File: src/rtl/dbg_lock_pkg.sv
package dbg_lock_pkg;

  localparam int unsigned NSEG  = 3;
  localparam int unsigned SEL_W = 2;

  typedef enum logic [2:0] {
    SQ_IDLE    = 3'd0,
    SQ_SCAN    = 3'd1,
    SQ_SDRAIN  = 3'd2,
    SQ_COLLECT = 3'd3,
    SQ_CDRAIN  = 3'd4
  } seq_state_e;

endpackage

File: src/rtl/dbg_lock_seq.sv
module dbg_lock_seq
  import dbg_lock_pkg::*;
#(
  parameter int unsigned PW_WORDS = 16,
  localparam int unsigned IDX_W = $clog2(PW_WORDS)
) (
  input  logic             clk,
  input  logic             rst_n,
  input  logic             start_ok,
  input  logic             pw_valid,
  input  logic             blank_final,
  output logic             busy,
  output logic             pw_ready,
  output logic             mem_rd,
  output logic             scan_rd,
  output logic             word_take,
  output logic [IDX_W-1:0] rd_idx,
  output logic             scan_fin,
  output logic             cmp_fin
);

  localparam logic [IDX_W-1:0] LAST_IDX = IDX_W'(PW_WORDS - 1);

  seq_state_e       state_q, state_d;
  logic [IDX_W-1:0] idx_q, idx_d;

  assign busy      = (state_q != SQ_IDLE);
  assign pw_ready  = (state_q == SQ_COLLECT);
  assign word_take = pw_ready && pw_valid;
  assign scan_rd   = (state_q == SQ_SCAN);
  assign mem_rd    = scan_rd || word_take;
  assign rd_idx    = idx_q;
  assign scan_fin  = (state_q == SQ_SDRAIN);
  assign cmp_fin   = (state_q == SQ_CDRAIN);

  always_comb begin
    state_d = state_q;
    idx_d   = idx_q;
    unique case (state_q)
      SQ_IDLE: begin
        if (start_ok) begin
          state_d = SQ_SCAN;
          idx_d   = '0;
        end
      end
      SQ_SCAN: begin
        idx_d = idx_q + 1'b1;
        if (idx_q == LAST_IDX) state_d = SQ_SDRAIN;
      end
      SQ_SDRAIN: begin
        idx_d   = '0;
        state_d = blank_final ? SQ_IDLE : SQ_COLLECT;
      end
      SQ_COLLECT: begin
        if (word_take) begin
          idx_d = idx_q + 1'b1;
          if (idx_q == LAST_IDX) state_d = SQ_CDRAIN;
        end
      end
      SQ_CDRAIN: begin
        state_d = SQ_IDLE;
        idx_d   = '0;
      end
      default: begin
        state_d = SQ_IDLE;
        idx_d   = '0;
      end
    endcase
  end

  always_ff @(posedge clk or negedge rst_n) begin
    if (!rst_n) begin
      state_q <= SQ_IDLE;
      idx_q   <= '0;
    end else begin
      state_q <= state_d;
      idx_q   <= idx_d;
    end
  end

  // Comparison always ends right after a word was taken: fixed finish timing.
  assert_cmp_after_take_R7: assert property (@(posedge clk) disable iff (!rst_n)
    cmp_fin |-> $past(word_take));

  // A blank decision never leaves the unit waiting for host words.
  assert_blank_no_collect_R3: assert property (@(posedge clk) disable iff (!rst_n)
    (scan_fin && blank_final) |=> !pw_ready);

endmodule

File: src/rtl/dbg_lock_eval.sv
module dbg_lock_eval #(
  parameter int unsigned DW = 16
) (
  input  logic          clk,
  input  logic          rst_n,
  input  logic          clear,
  input  logic          mem_rd,
  input  logic          scan_rd,
  input  logic          word_take,
  input  logic [DW-1:0] pw_data,
  input  logic [DW-1:0] rdata,
  output logic          blank_final,
  output logic          match_final
);

  function automatic logic word_all_ones(input logic [DW-1:0] w);
    return &w;
  endfunction

  function automatic logic word_all_zeros(input logic [DW-1:0] w);
    return ~|w;
  endfunction

  function automatic logic word_differs(input logic [DW-1:0] a, input logic [DW-1:0] b);
    return |(a ^ b);
  endfunction

  logic          pend_q, pend_scan_q;
  logic [DW-1:0] pw_q;
  logic          ones_q, zeros_q, mism_q;
  logic          ones_d, zeros_d, mism_d;
  logic          scan_beat, cmp_beat;

  assign scan_beat = pend_q && pend_scan_q;
  assign cmp_beat  = pend_q && !pend_scan_q;

  always_comb begin
    ones_d  = ones_q  && (!scan_beat || word_all_ones(rdata));
    zeros_d = zeros_q && (!scan_beat || word_all_zeros(rdata));
    mism_d  = mism_q  || (cmp_beat && word_differs(rdata, pw_q));
  end

  assign blank_final = ones_d || zeros_d;
  assign match_final = !mism_d;

  always_ff @(posedge clk or negedge rst_n) begin
    if (!rst_n) begin
      pend_q      <= 1'b0;
      pend_scan_q <= 1'b0;
      pw_q        <= '0;
      ones_q      <= 1'b1;
      zeros_q     <= 1'b1;
      mism_q      <= 1'b0;
    end else begin
      pend_q      <= mem_rd;
      pend_scan_q <= scan_rd;
      if (word_take) pw_q <= pw_data;
      if (clear) begin
        ones_q  <= 1'b1;
        zeros_q <= 1'b1;
        mism_q  <= 1'b0;
      end else begin
        ones_q  <= ones_d;
        zeros_q <= zeros_d;
        mism_q  <= mism_d;
      end
    end
  end

  // Once a stored word has been seen, it cannot count as both kinds of blank.
  assert_blank_exclusive_R5: assert property (@(posedge clk) disable iff (!rst_n)
    (scan_beat && !clear) |=> !(ones_q && zeros_q));

endmodule

File: src/rtl/dbg_lock_bank.sv
module dbg_lock_bank #(
  parameter int unsigned NSEG = 3
) (
  input  logic            clk,
  input  logic            rst_n,
  input  logic [NSEG-1:0] lock_clr,
  input  logic [NSEG-1:0] relock,
  input  logic [NSEG-1:0] set_blank,
  input  logic [NSEG-1:0] set_grant,
  output logic [NSEG-1:0] access
);

  for (genvar s = 0; s < NSEG; s++) begin : g_seg
    logic lock_q, blank_q, grant_q;

    always_ff @(posedge clk or negedge rst_n) begin
      if (!rst_n) begin
        lock_q  <= 1'b1;
        blank_q <= 1'b0;
        grant_q <= 1'b0;
      end else if (relock[s]) begin
        lock_q  <= 1'b1;
        blank_q <= 1'b0;
        grant_q <= 1'b0;
      end else begin
        if (lock_clr[s])  lock_q  <= 1'b0;
        if (set_blank[s]) blank_q <= 1'b1;
        if (set_grant[s]) grant_q <= 1'b1;
      end
    end

    assign access[s] = !lock_q || blank_q || grant_q;

    assert_relock_closes_R9: assert property (@(posedge clk) disable iff (!rst_n)
      relock[s] |=> !access[s]);

    assert_clear_opens_R8: assert property (@(posedge clk) disable iff (!rst_n)
      (lock_clr[s] && !relock[s]) |=> access[s]);
  end

endmodule

File: src/rtl/dbg_pw_lock.sv
module dbg_pw_lock
  import dbg_lock_pkg::*;
#(
  parameter int unsigned AW        = 16,
  parameter int unsigned DW        = 16,
  parameter int unsigned PW_WORDS  = 16,
  parameter int unsigned PW_OFFSET = 16
) (
  input  logic            clk,
  input  logic            rst_n,
  input  logic [AW-1:0]   base_a_i,
  input  logic [AW-1:0]   base_b_i,
  input  logic            start_i,
  input  logic [1:0]      seg_sel_i,
  input  logic            pw_valid_i,
  input  logic [DW-1:0]   pw_data_i,
  output logic            pw_ready_o,
  input  logic [2:0]      lock_clr_i,
  input  logic [2:0]      relock_i,
  output logic            mem_rd_o,
  output logic [AW-1:0]   mem_addr_o,
  input  logic [DW-1:0]   mem_rdata_i,
  output logic            busy_o,
  output logic            done_o,
  output logic            pass_o,
  output logic [2:0]      access_o
);

  localparam int unsigned IDX_W = $clog2(PW_WORDS);

  function automatic logic [AW-1:0] seg_base(input logic [SEL_W-1:0] seg,
                                             input logic [AW-1:0] ba,
                                             input logic [AW-1:0] bb);
    case (seg)
      2'd1:    return ba;
      2'd2:    return bb;
      default: return '0;
    endcase
  endfunction

  function automatic logic [AW-1:0] pw_addr(input logic [AW-1:0] base,
                                            input logic [IDX_W-1:0] idx);
    return base + AW'(PW_OFFSET) + AW'(idx);
  endfunction

  // Named internal events
  logic             start_ok;
  logic             scan_rd, word_take, scan_fin, cmp_fin;
  logic             blank_final, match_final;
  logic [IDX_W-1:0] rd_idx;
  logic [SEL_W-1:0] seg_q;
  logic [AW-1:0]    base_sel;
  logic [NSEG-1:0]  seg_hot, set_blank, set_grant;
  logic             blank_hit;
  logic             done_q, pass_q;

  assign start_ok  = start_i && !busy_o && (seg_sel_i < SEL_W'(NSEG));
  assign blank_hit = scan_fin && blank_final;

  always_ff @(posedge clk or negedge rst_n) begin
    if (!rst_n) seg_q <= '0;
    else if (start_ok) seg_q <= seg_sel_i;
  end

  assign base_sel   = seg_base(seg_q, base_a_i, base_b_i);
  assign mem_addr_o = pw_addr(base_sel, rd_idx);

  for (genvar g = 0; g < NSEG; g++) begin : g_hot
    assign seg_hot[g] = (seg_q == SEL_W'(g));
  end

  assign set_blank = blank_hit ? seg_hot : '0;
  assign set_grant = (cmp_fin && match_final) ? seg_hot : '0;

  dbg_lock_seq #(.PW_WORDS(PW_WORDS)) i_seq (
    .clk        (clk),
    .rst_n      (rst_n),
    .start_ok   (start_ok),
    .pw_valid   (pw_valid_i),
    .blank_final(blank_final),
    .busy       (busy_o),
    .pw_ready   (pw_ready_o),
    .mem_rd     (mem_rd_o),
    .scan_rd    (scan_rd),
    .word_take  (word_take),
    .rd_idx     (rd_idx),
    .scan_fin   (scan_fin),
    .cmp_fin    (cmp_fin)
  );

  dbg_lock_eval #(.DW(DW)) i_eval (
    .clk        (clk),
    .rst_n      (rst_n),
    .clear      (start_ok),
    .mem_rd     (mem_rd_o),
    .scan_rd    (scan_rd),
    .word_take  (word_take),
    .pw_data    (pw_data_i),
    .rdata      (mem_rdata_i),
    .blank_final(blank_final),
    .match_final(match_final)
  );

  dbg_lock_bank #(.NSEG(NSEG)) i_bank (
    .clk      (clk),
    .rst_n    (rst_n),
    .lock_clr (lock_clr_i),
    .relock   (relock_i),
    .set_blank(set_blank),
    .set_grant(set_grant),
    .access   (access_o)
  );

  always_ff @(posedge clk or negedge rst_n) begin
    if (!rst_n) begin
      done_q <= 1'b0;
      pass_q <= 1'b0;
    end else begin
      done_q <= blank_hit || cmp_fin;
      if (blank_hit)    pass_q <= 1'b1;
      else if (cmp_fin) pass_q <= match_final;
    end
  end

  assign done_o = done_q;
  assign pass_o = pass_q;

  // Window check on every memory read.
  logic [AW-1:0] rel_addr;
  assign rel_addr = mem_addr_o - base_sel;

  assert_read_window_R2: assert property (@(posedge clk) disable iff (!rst_n)
    mem_rd_o |-> (rel_addr >= AW'(PW_OFFSET)) && (rel_addr < AW'(PW_OFFSET + PW_WORDS)));

  assert_done_pulse_R7: assert property (@(posedge clk) disable iff (!rst_n)
    done_o |=> !done_o);

  assert_fail_keeps_access_R7: assert property (@(posedge clk) disable iff (!rst_n)
    (done_o && !pass_o && ($past(relock_i) == '0) && ($past(lock_clr_i) == '0))
      |-> $stable(access_o));

  assert_pass_opens_R6: assert property (@(posedge clk) disable iff (!rst_n)
    (done_o && pass_o && ($past(relock_i) == '0)) |-> ((access_o & seg_hot) == seg_hot));

  assert_busy_blocks_start_R10: assert property (@(posedge clk) disable iff (!rst_n)
    (busy_o && start_i && !done_o) |=> $stable(seg_q));

endmodule

File: config.mk
export PLATFORM = sky130hd
export DESIGN_NAME = dbg_pw_lock
export DESIGN_NICKNAME = d
export VERILOG_FILES = /design/src/rtl/dbg_lock_pkg.sv /design/src/rtl/dbg_lock_seq.sv /design/src/rtl/dbg_lock_eval.sv /design/src/rtl/dbg_lock_bank.sv /design/src/rtl/dbg_pw_lock.sv
export SDC_FILE = /design/constraint.sdc
export NUM_CORES = 1
export LEC_CHECK = 0
export BUFFER_PORTS_ARGS = -buffer_cell sky130_fd_sc_hd__buf_2
export CORE_MARGIN = 2
export CORE_UTILIZATION = 40
export DETAILED_ROUTE_END_ITERATION = 8
export PLACE_DENSITY_LB_ADDON = 0.15
export SLEW_MARGIN = 5
export SYNTH_ARGS = -nofsm -noshare
export SYNTH_HDL_FRONTEND = slang
export SYNTH_SLANG_ARGS = --single-unit
File: constraint.sdc
create_clock -name clk -period 4 [get_ports clk]
set_input_delay 0.6 -clock clk [delete_from_list [all_inputs] [get_ports clk]]
set_output_delay 0.6 -clock clk [all_outputs]
set_load 0.01 [all_outputs]
==> key figures <==
Status
  • Status: completed

Yosys
  • Post-synthesis cell count: 264
  • Ys async rst share: 100.0%
  • Post-synth EDFFs: 0
  • Area leader, netlist: dfrtp_1
  • Mapped Nets: 349
  • Yosys cell types: 46
  • Top cells by area, synth: dfrtp_1 34%, mux2_2 7.3%, xnor2_1 6.7%
  • Main synth FF type: dfrtp_1
  • Synth top area share: 34.29%
  • Ys Warns: 0
  • Syn Std Cell Area: 2628 sq um
  • Post-synthesis register bit count: 41
  • Mapped Avg Cell Area: 9.953 sq um
  • Register area share after synthesis: 39.29%

Setup path
  • Worst path required time: 3400 ps
  • Startpoint types: flop
  • Critical setup path kind: reg2out
  • Arrival time worst endpoint: 3080 ps
  • Crit Path Max Fanout: 19
  • Crit. End Element: primary output

Timing
  • Fmax: 272.0 MHz
  • Tightest Pin Transition: 893.9 ps
  • Setup violations, final: 0
  • Final hold violations: 0
  • Fin. max-slew vios: 0
  • Min cycle time layout: 3677 ps
  • Final worst slack: 323.4 ps
  • Final period utilization: 91.92%
  • RSZ-0062 raised after global routing: no
  • Setup tns final: 0 ps
  • Slew HR: 40.41%
  • Skew final: 8.151 ps

Die
  • Initial Util: 41.38%
  • Rows: 29
  • I/O pins: 100
  • Die Width: 85.05 um
  • Core Area: 6350 sq um
  • Die Span Y: 85.05 um
  • Die area: 7234 sq um

Placed design
  • Detail Placement HPWL: 4866 um
  • Place WS: 501.3 ps
  • Routability cong.: 0.8510
  • Port bufs: 99
  • Dpl cell area: 3193 sq um

CTS
  • Reg clk slew, reported paths: 80 ps
  • H-Tree Depth: 2
  • Hold-fix buffers, CTS: 0
  • CTS tree: done
  • # clock sinks: 41
  • Clock Latency Late Sink: 290 ps
  • Longest Clk Path Bufs: 2
  • Root buf cell: clkbuf_8
  • Post-CTS Setup Bufs: 0
  • Post_cts resized: 0
  • Cts bufs inserted: 5

Cells and area
  • Commonest non-fill, non-tap cell in the layout: buf_2
  • Post-route cell area: 3279 sq um
  • Layout cells sized above 1: 40.22%
  • Layout net count: 447
  • Area Growth Syn to Fin: 24.81%
  • Highest-count cells in the layout ignoring fill and taps: 99 x buf_2, 36 x dfrtp_1, 23 x nand2_1
  • Post-layout util: 51.65%
  • N_diodes: 0

Route
  • Post-route ant nets: 0
  • Starting DRT DRC Count: 76
  • Routed via count: 2307
  • DR vias/cell: 5.243
  • DRC viols: 0
  • DR pass1 iterations: 4
  • DR WL/cell: 13.88 um
  • DRT Wirelength: 6109 um

Min path
  • Hold Crit Class: in2async

Global routing
  • Gr ovfl total: 0
  • Antenna violations before repair: 0
  • GRT Util Overall: 17.49%
  • Largest net degree at the start of global routing: 42
  • First-pass GRT wire length: 10350 um
  • Number of global-route vias before repair: 2288

Power
  • IR drop worst, VDD: 0.3690 mV
  • PwrDens: 662.4 nW/um^2
  • Static leakage: 1.536 nW
  • Total power: 2.172 mW

Run
  • Maximum Capacitance Violations: 0
-- power breakdown --
group	internal (mW)	switching, mW	leakage, nW
registers	0.569	0.132	0.486
logic	0.589	0.627	1.01
clock network	0.122	0.133	0.0422
-- through the flow --
stage | hold slack (ps) | instances
6_report | 424.5 | 440
4_1_cts | 465.2 | 440
5_1_grt | 485.5 | 440
2_1_floorplan | 304.4 | 264
3_5_place_dp | 455.4 | 432
3_3_place_gp | 451.4 | 432
-- per-layer routing --
metal	part of all wire (%)	wire length, um	up-vias	global-route usage (%)
li1	-	-	1146	-
met1	48	2933	1085	23.72
met2	46	2791	68	28.76
met3	5.2	316	8	3.891
met4	1.1	68	0	3.752
met5	0	0	-	0
-- worst max-delay path, stage by stage (launching register included) --
cell      delay, ps
dfrtp_1         400
inv_1            90
ha_2            370
nor2b_1         180
ha_1            220
fa_1            410
a21o_1          210
a211oi_1        310
nor2_1          160
nand4_1         110
xor2_1          170
buf_2           160
-- logic make-up (layout without fill, tap and decap cells) --
| group | after synthesis | after routing | share of synthesized area, % |
|---|---|---|---|
| mux | 19 | 19 | 8.048 |
| buf+inv | 24 | 123 | 3.571 |
| fa+ha+maj | 9 | 9 | 4.572 |
| compound gates | 49 | 49 | 15.33 |
| xor+xnor | 29 | 29 | 9.667 |
| flops | 41 | 41 | 39.29 |
| simple gates | 93 | 93 | 19.52 |
-- cells in the mapped netlist, types with 6 or more instances --
cell and count:
a21oi_1 7, a22o_1 11, a22oi_1 7, dfrtp_1 36
ha_1 8, inv_1 14, mux2_2 17, nand2_1 23
nand3_1 6, nand4_1 14, nor2_1 15, nor2b_1 6
xnor2_1 20, xor2_1 9
-- cell type report --
class,count,area (sq um)
clock buffer,7,76.32
clock inverter,1,5.005
fill,609,3070
inverter,14,52.55
multi-input combinational,199,1506
sequential,41,1032
tap,77,96.34
timing repair buffer,101,510.5
-- final timing paths --
check                            startpoint                 endpoint  slack [ps]  depth (start not counted)
min                                   rst_n          i_eval.pw_q[10]         420                          1
min in group clk             i_eval.zeros_q           i_eval.zeros_q         460                          2
min reg2reg                  i_eval.zeros_q           i_eval.zeros_q         460                          2
max                                seg_q[0]           mem_addr_o[14]         320                         11
max reg2reg                i_seq.state_q[2]          i_seq.rd_idx[0]        2000                          5
max in group asynchronous             rst_n  i_bank.g_seg[1].blank_q        3010                          1
-- state kept, by name (all words and copies together) (netlist names), 2 cells and up --
signal / count
i_seq.state_q: 3
i_bank.g_seg.grant_q: 3
i_bank.g_seg.blank_q: 3
i_seq.rd_idx: 4
i_bank.g_seg.lock_q: 3
seg_q: 2
i_eval.pw_q: 16
Note: power is estimated with default switching activity, not from simulation.
